==> src/rtl/lcd_seq_pkg.sv <==
package lcd_seq_pkg;

  localparam int COORD_W = 8;
  localparam int IDX_W   = 4;

  typedef enum logic [2:0] {
    JOB_INIT    = 3'd0,
    JOB_BLANK   = 3'd1,
    JOB_UNBLANK = 3'd2,
    JOB_MODE    = 3'd3,
    JOB_WINDOW  = 3'd4
  } seqJob_t;

  typedef struct packed {
    logic [1:0] ratio;
    logic [1:0] gain;
    logic [5:0] pot;
    logic [1:0] temp;
    logic [1:0] load;
    logic [1:0] pump;
  } biasCfg_t;

  // strobes from control to datapath
  typedef struct packed {
    logic             active;
    logic             load;
    seqJob_t          job;
    logic [IDX_W-1:0] idx;
  } ctrlStrobe_t;

  function automatic logic [IDX_W-1:0] lastIdx(seqJob_t job);
    case (job)
      JOB_INIT:   return IDX_W'(9);
      JOB_MODE:   return IDX_W'(1);
      JOB_WINDOW: return IDX_W'(3);
      default:    return IDX_W'(0);
    endcase
  endfunction

endpackage

==> src/rtl/lcd_seq_ctrl.sv <==
module lcd_seq_ctrl
  import lcd_seq_pkg::*;
(
  input  logic        clk,
  input  logic        rstN,
  input  logic        initReq,
  input  logic        blankReq,
  input  logic        unblankReq,
  input  logic        modeReq,
  input  logic        windowReq,
  input  logic        outReady,
  output ctrlStrobe_t strobe,
  output logic        outValid,
  output logic        busy
);

  logic             activeQ;
  logic [IDX_W-1:0] idxQ;
  seqJob_t          jobQ;
  seqJob_t          pickJob;
  logic             anyReq;
  logic             fire;
  logic             lastByte;

  // fixed priority among simultaneous requests
  always_comb begin
    anyReq  = initReq | blankReq | unblankReq | modeReq | windowReq;
    if (initReq)         pickJob = JOB_INIT;
    else if (blankReq)   pickJob = JOB_BLANK;
    else if (unblankReq) pickJob = JOB_UNBLANK;
    else if (modeReq)    pickJob = JOB_MODE;
    else                 pickJob = JOB_WINDOW;
  end

  assign fire     = activeQ & outReady;
  assign lastByte = (idxQ == lastIdx(jobQ));

  always_ff @(posedge clk or negedge rstN) begin
    if (!rstN) begin
      activeQ <= 1'b0;
      idxQ    <= '0;
      jobQ    <= JOB_INIT;
    end else if (!activeQ) begin
      if (anyReq) begin
        activeQ <= 1'b1;
        idxQ    <= '0;
        jobQ    <= pickJob;
      end
    end else if (fire) begin
      if (lastByte) activeQ <= 1'b0;
      else          idxQ    <= idxQ + 1'b1;
    end
  end

  always_comb begin
    strobe.active = activeQ;
    strobe.load   = !activeQ && anyReq;
    strobe.job    = strobe.load ? pickJob : jobQ;
    strobe.idx    = idxQ;
  end

  assign outValid = activeQ;
  assign busy     = activeQ;


  idx_hold_chk: assert property (@(posedge clk) disable iff (!rstN)
    activeQ && !outReady |=> activeQ && $stable(idxQ) && $stable(jobQ));


  busy_keep_chk: assert property (@(posedge clk) disable iff (!rstN)
    activeQ && !lastByte |=> activeQ);


  idx_range_chk: assert property (@(posedge clk) disable iff (!rstN)
    activeQ |-> idxQ <= lastIdx(jobQ));


  init_wins_chk: assert property (@(posedge clk) disable iff (!rstN)
    !activeQ && initReq |=> activeQ && jobQ == JOB_INIT && idxQ == '0);

endmodule

==> src/rtl/lcd_seq_dp.sv <==
module lcd_seq_dp
  import lcd_seq_pkg::*;
(
  input  logic               clk,
  input  logic               rstN,
  input  ctrlStrobe_t        strobe,
  input  logic [1:0]         rotSel,
  input  biasCfg_t           cfgIn,
  input  logic [COORD_W-1:0] xIn,
  input  logic [COORD_W-1:0] yIn,
  output logic [7:0]         byteOut,
  output logic               cmdFlag
);

  seqJob_t            jobQ;
  logic [1:0]         rotQ;
  biasCfg_t           cfgQ;
  logic [COORD_W-1:0] xQ;
  logic [COORD_W-1:0] yQ;

  always_ff @(posedge clk or negedge rstN) begin
    if (!rstN) begin
      jobQ <= JOB_INIT;
      rotQ <= '0;
      cfgQ <= '0;
      xQ   <= '0;
      yQ   <= '0;
    end else if (strobe.load) begin
      jobQ <= strobe.job;
      rotQ <= rotSel;
      cfgQ <= cfgIn;
      xQ   <= xIn;
      yQ   <= yIn;
    end
  end

  // rotation decode: bit 0 marks the quarter turns
  logic       pageFirst;
  logic       mirrorX;
  logic       mirrorY;
  logic [7:0] colW;
  logic [7:0] rowW;

  always_comb begin
    pageFirst = rotQ[0];
    mirrorY   = rotQ[1];
    mirrorX   = (rotQ == 2'd0) || (rotQ == 2'd3);
    colW      = 8'(pageFirst ? yQ : xQ);
    rowW      = 8'(pageFirst ? xQ : yQ);
  end

  logic [7:0] initByte;
  logic [7:0] modeByte;
  logic [7:0] winByte;

  always_comb begin
    case (strobe.idx)
      4'd0:    initByte = 8'hE2;
      4'd1:    initByte = 8'hE8 | {6'd0, cfgQ.ratio};
      4'd2:    initByte = 8'h81;
      4'd3:    initByte = {cfgQ.gain, cfgQ.pot};
      4'd4:    initByte = 8'h24 | {6'd0, cfgQ.temp};
      4'd5:    initByte = 8'h28 | {6'd0, cfgQ.load};
      4'd6:    initByte = 8'h2C | {6'd0, cfgQ.pump};
      4'd7:    initByte = 8'hA7;
      4'd8:    initByte = 8'hD2;
      default: initByte = 8'hAF;
    endcase
  end

  always_comb begin
    if (strobe.idx == '0) modeByte = 8'h88 | {6'd0, pageFirst, 1'b1};
    else                  modeByte = 8'hC0 | {5'd0, mirrorY, mirrorX, 1'b0};
  end

  always_comb begin
    case (strobe.idx)
      4'd0:    winByte = {4'h0, colW[3:0]};
      4'd1:    winByte = 8'h10 | (colW >> 4);
      4'd2:    winByte = {4'h6, rowW[4:1]};
      default: winByte = 8'h70 | (rowW >> 5);
    endcase
  end

  always_comb begin
    case (jobQ)
      JOB_INIT:    byteOut = initByte;
      JOB_BLANK:   byteOut = 8'hA8;
      JOB_UNBLANK: byteOut = 8'hAF;
      JOB_MODE:    byteOut = modeByte;
      default:     byteOut = winByte;
    endcase
  end

  assign cmdFlag = 1'b0;


  latch_hold_chk: assert property (@(posedge clk) disable iff (!rstN)
    strobe.active && !strobe.load |=> $stable(rotQ) && $stable(cfgQ)
                                      && $stable(xQ) && $stable(yQ));


  init_first_chk: assert property (@(posedge clk) disable iff (!rstN)
    strobe.load && strobe.job == JOB_INIT |=> byteOut == 8'hE2);

endmodule

==> src/rtl/lcd_cmd_seq.sv <==
module lcd_cmd_seq
  import lcd_seq_pkg::*;
(
  input  logic       clk,
  input  logic       rstN,
  input  logic       initReq,
  input  logic       blankReq,
  input  logic       unblankReq,
  input  logic       modeReq,
  input  logic       windowReq,
  input  logic [1:0] rotSel,
  input  logic [1:0] ratioIn,
  input  logic [1:0] gainIn,
  input  logic [5:0] potIn,
  input  logic [1:0] tempIn,
  input  logic [1:0] loadIn,
  input  logic [1:0] pumpIn,
  input  logic [7:0] xStart,
  input  logic [7:0] yStart,
  output logic [7:0] outData,
  output logic       outValid,
  input  logic       outReady,
  output logic       outIsData,
  output logic       busy
);

  ctrlStrobe_t strobe;
  biasCfg_t    cfg;

  assign cfg = '{ratio: ratioIn, gain: gainIn, pot: potIn,
                 temp: tempIn, load: loadIn, pump: pumpIn};

  lcd_seq_ctrl ctrl (
    .clk        (clk),
    .rstN       (rstN),
    .initReq    (initReq),
    .blankReq   (blankReq),
    .unblankReq (unblankReq),
    .modeReq    (modeReq),
    .windowReq  (windowReq),
    .outReady   (outReady),
    .strobe     (strobe),
    .outValid   (outValid),
    .busy       (busy)
  );

  lcd_seq_dp dp (
    .clk     (clk),
    .rstN    (rstN),
    .strobe  (strobe),
    .rotSel  (rotSel),
    .cfgIn   (cfg),
    .xIn     (COORD_W'(xStart)),
    .yIn     (COORD_W'(yStart)),
    .byteOut (outData),
    .cmdFlag (outIsData)
  );


  hold_data_chk: assert property (@(posedge clk) disable iff (!rstN)
    outValid && !outReady |=> outValid && $stable(outData));


  reset_idle_chk: assert property (@(posedge clk)
    !rstN |-> !outValid && !busy);

endmodule

==> config.mk <==
export PLATFORM = sky130hd
export DESIGN_NAME = lcd_cmd_seq
export DESIGN_NICKNAME = d
export VERILOG_FILES = /design/src/rtl/lcd_seq_pkg.sv /design/src/rtl/lcd_seq_ctrl.sv /design/src/rtl/lcd_seq_dp.sv /design/src/rtl/lcd_cmd_seq.sv
export SDC_FILE = /design/constraint.sdc
export NUM_CORES = 1
export LEC_CHECK = 0
export BUFFER_PORTS_ARGS = -buffer_cell sky130_fd_sc_hd__buf_2
export CELL_PAD_IN_SITES_DETAIL_PLACEMENT = 0
export CELL_PAD_IN_SITES_GLOBAL_PLACEMENT = 1
export CORE_ASPECT_RATIO = 0.9
export CORE_MARGIN = 3
export CORE_UTILIZATION = 40
export CTS_BUF_LIST = sky130_fd_sc_hd__clkbuf_8
export CTS_CLUSTER_DIAMETER = 60
export DETAILED_ROUTE_END_ITERATION = 12
export GPL_TIMING_DRIVEN = 1
export PLACE_DENSITY_LB_ADDON = 0.1
export SYNTH_ARGS = -nofsm -noshare
export SYNTH_HDL_FRONTEND = slang
export SYNTH_SLANG_ARGS = --single-unit
==> constraint.sdc <==
create_clock -name clk -period 2.81 [get_ports clk]
set_input_delay 0.4215 -clock clk [delete_from_list [all_inputs] [get_ports clk]]
set_output_delay 0.4215 -clock clk [all_outputs]
set_load 0.1 [all_outputs]
==> key figures <==
GRT
  – Vias in the first global route: 1921
  – First-pass GRT wire length: 9710 um
  – GRT overflow: 0
  – Gr usage total: 0.176
  – Initial antenna violation count: 0
  – Pin count of the biggest net entering global routing: 43

Worst setup path
  – Req. time, crit path: 2390 ps
  – CP arrival: 2330 ps
  – Crit-path max FO: 8
  – CP Launch Type: flop
  – Setup CP Type: flop to primary output
  – CP Capture Type: primary output

Layout
  – Commonest non-fill, non-tap cell in the layout: buf_2
  – Nets: 335
  – Most frequent cells in the layout: buf_2 (45), dfrtp_1 (40), mux2_2 (31), a21oi_1 (16), buf_4 (16)
  – Layout Cells excl Fill: 359
  – Area growth syn-to-layout: 27.7%
  – Fraction of layout cells with a size suffix above 1: 0.481
  – N_diodes: 0
  – Fillers: 544

Clocking
  – Clock sinks: 42
  – Worst-skew pair later-pin latency: 290 ps
  – Clk pin slew, worst setup/hold paths: 80 ps
  – Root Buffer: clkbuf_8
  – Num CTS Buffers: 5
  – Clk buf depth: 2
  – Cts hold-fix bufs: 0
  – # H-tree levels: 2
  – CTS tree: done

Logic synthesis
  – Top cells by area, synth: dfrtp_1 (42%), mux2_2 (14%), mux2_4 (4.2%)
  – Cells after Synth: 234
  – Cell taking the most area after synthesis: dfrtp_1
  – Synth top area share: 0.424
  – FF+latch count, synth: 42
  – Synth cell types: 49
  – Post-synth EDFFs: 0
  – Syn_area_per_cell: 10.6 um^2
  – Post-synth top flop: dfrtp_1
  – Async SR Flop Fraction: 1.00
  – Netlist Area Pre-Place: 2480 um^2
  – Post-synthesis sequential area ratio: 0.424
  – Syn Nets: 280
  – Yosys Warn Count: 0

Route
  – Met2 routed WL: 2770 um
  – Via-to-Cell Ratio: 5.62
  – DRC viols: 0
  – Met3 wire length: 309 um
  – Final WL: 6120 um
  – ANT nets after route: 0
  – First-pass DRT Iterations: 4
  – Initial drt markers: 101
  – DR vias: 2017
  – Wl on met1: 2970 um
  – Highest routed metal layer: met4
  – Routed len/inst: 17.0 um

Status
  – Outcome: complete, no violations

STA
  – Number of setup violations in the final report: 0
  – Fmax: 364 MHz
  – Skew final: 7.40 ps
  – Post-layout min period: 2750 ps
  – Final Hold Viols: 0
  – Slew HR: 0.216
  – Worst hold slack: 267 ps
  – Tightest Pin Transition: 1170 ps
  – Final Max Slew Viols: 0
  – Fin worst setup slack: 61.5 ps
  – Period utilisation layout: 0.978
  – Total negative slack: 0 ps

Floorplan
  – Core area: 5820 um^2
  – I/O pins: 53
  – Die Y: 80.7 um
  – Initial Util: 0.425
  – Die area: 7180 um^2
  – Row count: 26
  – Die W: 89.0 um

Placed design
  – Dpl hpwl: 4230 um
  – GPL Wtd Cong: 0.810
  – Number of port buffers: 51
  – DP Worst Slack: 151 ps
  – Cell count after placement: 347

Min path
  – Min-Delay Path Class: input port to async pin

Flow run
  – Max cap viols: 0
-- per-stage QoR --
step                utilization  area (um^2)
floorplan                     -         2570
global route              0.543         3160
finish                    0.543         3160
CTS                       0.524         3050
global placement          0.503         2930
detailed placement        0.503         2930
-- flip-flops by register name (all words and copies together) (netlist names) --
signal / count
dp.cfgQ: 16
dp.xQ: 8
dp.yQ: 8
ctrl.idxQ: 4
ctrl.jobQ: 3
dp.rotQ: 2
ctrl.busy: 1
-- layout make-up --
| type | instances | area (um^2) | area share |
|---|---|---|---|
| Clock buffer | 6 | 82.6 | 0.0261 |
| Clock inverter | 1 | 30.0 | 0.00949 |
| Inverter | 7 | 26.3 | 0.00831 |
| Multi-Input combinational cell | 165 | 1400 | 0.443 |
| Sequential cell | 42 | 1050 | 0.333 |
| Tap cell | 70 | 87.6 | 0.0277 |
| Timing Repair Buffer | 68 | 482 | 0.152 |
-- cell usage after synthesis, types with 3 or more instances --
cell and n:
mux2i_1 5, a221oi_1 7, ha_1 4, nor2b_1 3, nand2_1 8, a21oi_1 17, nand3_1 4, a211oi_1 4
dfrtp_1 42, mux2_4 7, inv_1 7, a21o_1 3, mux2_2 31, nor2_1 16, a22oi_1 5, nor3_1 6
o211ai_1 4, buf_6 4, buf_2 3, clkbuf_1 9, o21ai_0 11
-- worst max-delay path, stage by stage (launching register included) --
cell	delay, ps
dfrtp_2	470
buf_6	140
ha_4	180
or4_4	490
a22oi_2	210
nor3_2	70
a211oi_2	160
a21o_2	150
buf_12	170
-- routing by layer --
metal	vias to the layer above	GRT usage
met3	8	0.0359
met5	-	0
met1	970	0.263
met2	66	0.255
li1	973	-
met4	0	0.0506
-- worst paths after layout --
kind | start | end | slack, ps | depth (start not counted)
worst max-delay path | ctrl.idxQ[1]$_DFFE_PN0P_ | outData[2] | 60 | 8
worst min-delay path | rstN | ctrl.idxQ[3]$_DFFE_PN0P_ | 270 | 1
worst max register to register | ctrl.jobQ[2]$_DFFE_PN0P_ | ctrl.idxQ[1]$_DFFE_PN0P_ | 680 | 5
worst min register to register | dp.xQ[0]$_DFFE_PN0P_ | dp.xQ[0]$_DFFE_PN0P_ | 510 | 1
max in group asynchronous | rstN | ctrl.idxQ[1]$_DFFE_PN0P_ | 1900 | 1
min in group clk | tempIn[0] | dp.cfgQ[4]$_DFFE_PN0P_ | 360 | 2
-- repair_timing --
item,in CTS,in global routing
endpoints found under the setup margin,5,5
resized for setup,3,18
setup buffers,1,4
pin swaps,0,10
-- kinds of logic after synthesis --
| group | synth area share |
|---|---|
| other | 0.00151 |
| DFF | 0.424 |
| buffers and inverters | 0.0576 |
| muxes | 0.208 |
| xor gates and xnor gates | 0.00707 |
| adders and majority gates | 0.0202 |
| AOI/OAI and AO/OA | 0.182 |
| and+or+nand+nor | 0.0990 |
Power is not shown: default switching activity piles up to over one toggle a cycle in this logic, so the estimate is an artifact.
